===== src/rtl/hbus_pkg.sv =====
package hbus_pkg;
  localparam int BUS_W_DEF  = 8;
  localparam int SYNC_STAGES = 2;

  typedef enum logic {
    MODE_SPLIT = 1'b0,
    MODE_DSTRB = 1'b1
  } hbus_mode_e;
endpackage


===== src/rtl/hbus_sync.sv =====
module hbus_sync #(
  parameter int          W       = 1,
  parameter int          STAGES  = 2,
  parameter logic [W-1:0] RST_VAL = '0
) (
  input  logic         clk,
  input  logic         rst_n,
  input  logic [W-1:0] d,
  output logic [W-1:0] q
);
  logic [W-1:0] stg [STAGES];

  for (genvar i = 0; i < STAGES; i++) begin : g_stage
    if (i == 0) begin : g_first
      always_ff @(posedge clk or negedge rst_n) begin
        if (!rst_n) stg[i] <= RST_VAL;
        else        stg[i] <= d;
      end
    end else begin : g_next
      always_ff @(posedge clk or negedge rst_n) begin
        if (!rst_n) stg[i] <= RST_VAL;
        else        stg[i] <= stg[i-1];
      end
    end
  end

  assign q = stg[STAGES-1];
endmodule


===== src/rtl/hbus_cycle.sv =====
module hbus_cycle
  import hbus_pkg::*;
#(
  parameter int BUS_W = 8
) (
  input  logic             clk,
  input  logic             rst_n,
  input  hbus_mode_e       mode,
  input  logic             s_cs_n,
  input  logic             s_ale,
  input  logic             s_rd_n,
  input  logic             s_wr_n,
  input  logic [BUS_W-1:0] s_ad,
  output logic [BUS_W-1:0] addr_q,
  output logic             rd_en,
  output logic             wr_en,
  output logic             ale_fall
);
  logic             p_ale, p_wr_act, p_cs_n, done;
  logic             n_done;
  logic [BUS_W-1:0] n_addr;
  logic             rd_act, wr_act;

  // strobe decode per convention
  always_comb begin
    if (mode == MODE_SPLIT) begin
      rd_act = ~s_rd_n;
      wr_act = ~s_wr_n;
    end else begin
      rd_act = ~s_rd_n &  s_wr_n;
      wr_act = ~s_rd_n & ~s_wr_n;
    end
  end

  // next state
  always_comb begin
    ale_fall = p_ale & ~s_ale;
    wr_en    = p_wr_act & ~wr_act & ~p_cs_n & ~done;
    rd_en    = ~s_cs_n & rd_act;
    n_done   = s_cs_n ? 1'b0 : (done | wr_en);
    n_addr   = ale_fall ? s_ad : addr_q;
  end

  // state registers
  always_ff @(posedge clk or negedge rst_n) begin
    if (!rst_n) begin
      p_ale    <= 1'b0;
      p_wr_act <= 1'b0;
      p_cs_n   <= 1'b1;
      done     <= 1'b0;
      addr_q   <= '0;
    end else begin
      p_ale    <= s_ale;
      p_wr_act <= wr_act;
      p_cs_n   <= s_cs_n;
      done     <= n_done;
      addr_q   <= n_addr;
    end
  end
endmodule


===== src/rtl/hbus_regfile.sv =====
module hbus_regfile #(
  parameter int AW = 8,
  parameter int DW = 8
) (
  input  logic          clk,
  input  logic          we,
  input  logic [AW-1:0] waddr,
  input  logic [DW-1:0] wdata,
  input  logic [AW-1:0] raddr_a,
  output logic [DW-1:0] rdata_a,
  input  logic [AW-1:0] raddr_b,
  output logic [DW-1:0] rdata_b
);
  localparam int DEPTH = 1 << AW;

  logic [DW-1:0] mem [DEPTH];

  // contents deliberately carry no reset
  always_ff @(posedge clk) begin
    if (we) mem[waddr] <= wdata;
  end

  assign rdata_a = mem[raddr_a];
  assign rdata_b = mem[raddr_b];
endmodule


===== src/rtl/hbus_regif.sv =====
module hbus_regif
  import hbus_pkg::*;
#(
  parameter int BUS_W = BUS_W_DEF
) (
  input  logic             clk,
  input  logic             rst_n,
  input  logic             mode_sel,
  input  logic             cs_n,
  input  logic             ale,
  input  logic             rd_n,
  input  logic             wr_n,
  input  logic [BUS_W-1:0] ad_in,
  output logic [BUS_W-1:0] ad_out,
  output logic             ad_oe,
  input  logic [BUS_W-1:0] core_raddr,
  output logic [BUS_W-1:0] core_rdata,
  output logic             reg_wr_pulse,
  output logic [BUS_W-1:0] reg_wr_addr,
  output logic [BUS_W-1:0] reg_wr_data
);
  localparam int CTL_W = 4;

  logic [1:0]       rst_pipe;
  logic             rst_int_n;
  logic [CTL_W-1:0] s_ctl;
  logic             s_cs_n, s_ale, s_rd_n, s_wr_n;
  logic [BUS_W-1:0] s_ad;
  logic [BUS_W-1:0] addr_q;
  logic             rd_en, wr_en, ale_fall;

  // asynchronous assert, synchronous release
  always_ff @(posedge clk or negedge rst_n) begin
    if (!rst_n) rst_pipe <= 2'b00;
    else        rst_pipe <= {rst_pipe[0], 1'b1};
  end
  assign rst_int_n = rst_pipe[1];

  hbus_sync #(.W(CTL_W), .STAGES(SYNC_STAGES), .RST_VAL(4'b1011)) u_sync_ctl (
    .clk(clk), .rst_n(rst_int_n),
    .d({cs_n, ale, rd_n, wr_n}), .q(s_ctl)
  );
  assign {s_cs_n, s_ale, s_rd_n, s_wr_n} = s_ctl;

  hbus_sync #(.W(BUS_W), .STAGES(SYNC_STAGES), .RST_VAL('0)) u_sync_ad (
    .clk(clk), .rst_n(rst_int_n), .d(ad_in), .q(s_ad)
  );

  hbus_cycle #(.BUS_W(BUS_W)) u_cyc (
    .clk(clk), .rst_n(rst_int_n), .mode(hbus_mode_e'(mode_sel)),
    .s_cs_n(s_cs_n), .s_ale(s_ale), .s_rd_n(s_rd_n), .s_wr_n(s_wr_n),
    .s_ad(s_ad), .addr_q(addr_q), .rd_en(rd_en), .wr_en(wr_en),
    .ale_fall(ale_fall)
  );

  hbus_regfile #(.AW(BUS_W), .DW(BUS_W)) u_rf (
    .clk(clk), .we(wr_en), .waddr(addr_q), .wdata(s_ad),
    .raddr_a(addr_q), .rdata_a(ad_out),
    .raddr_b(core_raddr), .rdata_b(core_rdata)
  );

  assign ad_oe        = rd_en;
  assign reg_wr_pulse = wr_en;
  assign reg_wr_addr  = addr_q;
  assign reg_wr_data  = s_ad;
endmodule


===== config.mk =====
export PLATFORM = sky130hd
export DESIGN_NAME = hbus_regif
export DESIGN_NICKNAME = d
export VERILOG_FILES = /design/src/rtl/hbus_pkg.sv /design/src/rtl/hbus_sync.sv /design/src/rtl/hbus_cycle.sv /design/src/rtl/hbus_regfile.sv /design/src/rtl/hbus_regif.sv
export SDC_FILE = /design/constraint.sdc
export NUM_CORES = 2
export LEC_CHECK = 0
export CORE_ASPECT_RATIO = 1.75
export CORE_MARGIN = 2
export CORE_UTILIZATION = 40
export DETAILED_ROUTE_END_ITERATION = 8
export GPL_TIMING_DRIVEN = 0
export PLACE_DENSITY = 0.6
export SYNTH_ARGS = -nofsm -noshare
export SYNTH_HDL_FRONTEND = slang
export SYNTH_SLANG_ARGS = --single-unit
export TNS_END_PERCENT = 20

===== constraint.sdc =====
create_clock -name clk -period 5.3 [get_ports clk]
set_input_delay 1.06 -clock clk [delete_from_list [all_inputs] [get_ports clk]]
set_output_delay 1.06 -clock clk [all_outputs]
set_load 0.03 [all_outputs]

* Yosys cells after proc, flatten, opt, wreduce, memory -nomap -nowiden *
Memories as Yosys holds them, arrays and structs flattened.
Index checks and enable logic that the tools add are counted.

storage, ports and cells
  register bits after elaboration = 38
  memory bits (writable) = 2,048
  input port bits = 23
  output and inout port bits = 34
  word-level logic and storage cells = 31
  memories kept = 1

memories
  memory    depth  width  rd ports  clocked after Yosys merged registers in  write ports  line                source
  u_rf.mem  256    8      2         0                                        1            hbus_regfile.sv:16  logic [DW-1:0] mem [DEPTH];

cells by class
  multiplexer cells = 5
  bitwise logic cells = 15

operator list
  kind               number
  bitwise AND 1 bit  7
  inverter 1 bit     7
  2-to-1 mux 1 bit   5
  bitwise OR 1 bit   1

* Depth between registers and ports, before layout *
  word-level depth = 9
  gate-level depth with buffers = 12
  mapped depth without buffers = 6

* Cells and area by module *
From an unflattened synthesis, not the netlist that was laid out.

second synthesis, totals
  cells, all modules = 4,899
  area, all modules = 97,903.9 sq um

modules (own cells, without submodules)
  module                   times used  cells each  area each (sq um)  seq. area each (sq um)
  hbus_regfile             1           4,831       96,652.7           61,499.0
  hbus_cycle               1           29          499.2              301.5
  hbus_sync at u_sync_ad   1           24          460.4              400.4
  hbus_sync at u_sync_ctl  1           12          237.7              207.7
  hbus_regif               1           3           53.8               50.0

* Worst setup path after synthesis *
Ideal clock, no wire load.

  path type = input port to output port
  start = in core_raddr[0]
  end = out core_rdata[0]
  arrival time = 3.824 ns
  required time = 4.240 ns
  slack = 0.416 ns
  cell stages on the path = 12
  buffers on the path = 6
  cell sequence = buf_2 > buf_6 > buf_4 > buf_4 > buf_4 > buf_4 > mux2i_1 > o221ai_1 > nand2_1 > a211oi_1 > nor3_1 > nor4_1

on the way
  longest elaborated chain between the ends = 1

ends and longest elaborated chain
  element                    line              source
  start: declaration         hbus_regif.sv:16  input logic [BUS_W-1:0] core_raddr,
  memory read (256 x 8 bit)  --
  end: declaration           hbus_regif.sv:17  output logic [BUS_W-1:0] core_rdata,

Every way passes these cells.

* Worst setup path in the final report *
  start = reg u_cyc.addr_q[1]
  end = out ad_out[6]

on the way
  longest elaborated chain between the ends = 1

ends and longest elaborated chain
  element                    line              source
  start: declaration         hbus_cycle.sv:14  output logic [BUS_W-1:0] addr_q,
  start signal: assignment   hbus_cycle.sv:57  addr_q <= n_addr;
  memory read (256 x 8 bit)  --
  end: declaration           hbus_regif.sv:14  output logic [BUS_W-1:0] ad_out,

Every way passes these cells.

==> results.ini <==
[timing]
holdWs_ns=0.203
post-route-min-period_ns=6.46
period_share=1.22
hold_viol=0
slew_headroom=0.0340
tns_ns=-340.96
rsz0062_at_grt=yes
max_freq_ghz=0.155
setup_violations=1157
worst_slew_pin_slew_ns=1.44
skew_ns=0.0677
maxSlewViolCount=0
fin_ws_ns=-1.16

[die]
std_cell_rows=239
die_x_um=376
die-area_um2=246000
coreArea_um2=241000
initial_core_util=0.401
die_h_um=655
num_io_pins=57

[cts]
h-tree-depth=4
cts.clk_slew.worst_paths_ns=0.09
cts_tree=done
max-clock-path-buffers=4
clkSinkCount=2086
cts_buffers=204
insertion_delay_ns=0.96
cts_root_buf=clkbuf_16

[synth]
synth_top_cell_area_share=0.635
synth_edf_count=2048
netlist_area_um2=96800
synth_top_area_cell=edfxtp_1
synth_area_per_cell_um2=19.8
ys_seq_area_frac=0.645
synth_top_cells_by_count=2048 x edfxtp_1, 989 x mux4_2, 343 x mux2i_1, 282 x nor2_1, 156 x clkbuf_1
ys_warn_count=0
yosys_register_bits=2086
synthArstFlopShare=0.0182
syn-num-nets=4915
ys_types=62
ys.flop_type=edfxtp_1
yosysMostFrequentCell=edfxtp_1
synth_area_leaders=edfxtp_1 64%, mux4_2 23%, mux2i_1 3.5%
netlist_instances=4892

[global_route]
antenna_found_initial=85
first_global_vias=62600
grt_usage=0.452
grt_remaining_overflow=0
grt_pass1_wl_mm=694
grt_max_degree=93

[routing]
first_pass_iters=6
routedWlPerCell_um=62.5
dr_total_vias=68100
drtIter0Drc=13300
drc_errors=0
wl_mm=561
ant_nets=0
vias_per_cell=7.60

[worst_setup_path]
critical_path_arrival_ns=5.40
endpoint_kind=output pin
critPathLaunchType=flop
critPathKind=reg -> out
cp_data_required_time_ns=4.24
crit_fanout=8

[cells_and_area]
area_growth_pct=23.6
fin_cells=8965
nets=5643
final_area_um2=120000
post-route-util=0.496
seq_area_um2=62500
n_fill_cell=19500
drive_gt1_frac=0.445
multiInputGateArea_um2=34800

[job]
drv_cap=0

[place]
placed_area_um2=103000
post-dp-hpwl_mm=391
routabilityCongestion=1.12
dp_worst_setup_slack_ns=-3.97
place_inst=8141
portBuffers=52

[power_and_ir_drop]
p_total_mw=44.7
peakVddDrop_mv=0.283
p_per_area_nw_per_um2=374
p_leak_nw=38.4

[outcome]
violations=negative setup slack
status=finished, violations left

[hold_path]
hold_path.class=reg -> async

cell usage in the layout (no fill, tap or decap), drive strengths merged, types with 7 or more instances in the layout:
| cell type | count |
|---|---|
| dfstp | 7 |
| mux2 | 18 |
| o221ai | 82 |
| nor4 | 23 |
| clkdlybuf4s50 | 34 |
| dfrtp | 31 |
| nor3 | 28 |
| buf | 750 |
| nand3 | 24 |
| nand2b | 20 |
| inv | 9 |
| a22oi | 86 |
| nand2 | 103 |
| a221oi | 24 |
| a311oi | 8 |
| or2 | 10 |
| a22o | 27 |
| a21oi | 47 |
| clkbuf | 397 |
| clkinv | 71 |
| diode | 55 |
| o31ai | 10 |
| a311o | 7 |
| nand4 | 8 |
| clkinvlp | 16 |
| nor2 | 282 |
| mux2i | 343 |
| a211oi | 47 |
| nor2b | 18 |
| o22ai | 95 |
| mux4 | 1001 |
| bufinv | 20 |
| a211o | 7 |
| edfxtp | 2048 |
flip-flops by register name, indices dropped and copies added (netlist names):
name	count
u_cyc.addr_q	8
u_cyc.done	1
u_cyc.p_cs_n	1
u_sync_ctl.stg	4
u_cyc.p_ale	1
rst_pipe	2
u_sync_ad.q	8
u_rf.mem	2048
u_sync_ctl.q	4
u_cyc.p_wr_act	1
u_sync_ad.stg	8
critical path, stage by stage (launching register included):
cell      delay [ns]
dfrtp_2         0.46
buf_12          0.15
buf_16          0.19
buf_16          0.19
buf_16          0.18
buf_16          0.15
buf_16          0.16
mux2i_1         0.21
a22oi_1         0.08
nand3_1         0.19
nand4_1         0.98
nor4_4          0.62
nand4b_1        0.44
buf_6           0.29
per-layer routing:
layer  GRT usage  up-vias  part of all wire
met5     0.00695        -            0.0011
met4       0.456       36              0.13
met3       0.185     2180              0.14
met2       0.660     7011              0.43
met1       0.487    36100              0.30
li1            -    22800                 -
layout make-up:
| type | instances | share of cell area |
|---|---|---|
| inverters | 6 | 0.000240 |
| well taps | 3133 | 0.0328 |
| diodes | 55 | 0.00115 |
| clock inverters | 110 | 0.00929 |
| repair buffers | 533 | 0.0505 |
| multi-input cells | 2389 | 0.291 |
| plain buffers | 400 | 0.0470 |
| clock buffers | 253 | 0.0461 |
| flip-flops and latches | 2086 | 0.522 |
cells by family (layout without fill, tap and decap cells):
group / Yosys count / in the layout / share of synthesized area
buf+inv: 417 / 1302 / 0.0216
mux: 1362 / 1362 / 0.271
simple gates: 554 / 554 / 0.0259
other cells: 1 / 56 / 0.0000387
flops: 2086 / 2086 / 0.645
compound gates: 472 / 472 / 0.0365
repair_timing:
item / 4_1_cts / 5_1_grt
gates cloned: 5 / 5
pin swaps: 44 / 55
hold buffers: 0 / 0
resized for setup: 1200 / 398
setup buffers: 204 / 205
endpoints found under the setup margin: 2066 / 275
where the power goes:
group / internal (mW) / switching, mW / total, mW
clock: 8.37 / 6.95 / 15.3
sequential: 18.1 / 0.104 / 18.2
combinational: 3.92 / 7.26 / 11.2
total: 30.4 / 14.3 / 44.7
final timing paths:
check,endpoint,slack [ns],depth (start not counted),startpoint
worst max-delay path,ad_out[6],-1.16,13,u_cyc.addr_q[1]
max in group asynchronous,u_sync_ctl.q[3],4.54,1,rst_pipe[1]
min in group clk,u_sync_ad.q[7],0.35,0,u_sync_ad.stg[15]
worst min register to register,u_sync_ad.stg[8],0.20,0,rst_pipe[1]
worst max register to register,u_rf.mem[200][7],-0.76,8,u_cyc.addr_q[3]
worst min-delay path,u_sync_ad.stg[8],0.20,0,rst_pipe[1]
No activity file was read; power rests on OpenSTA's default activity.
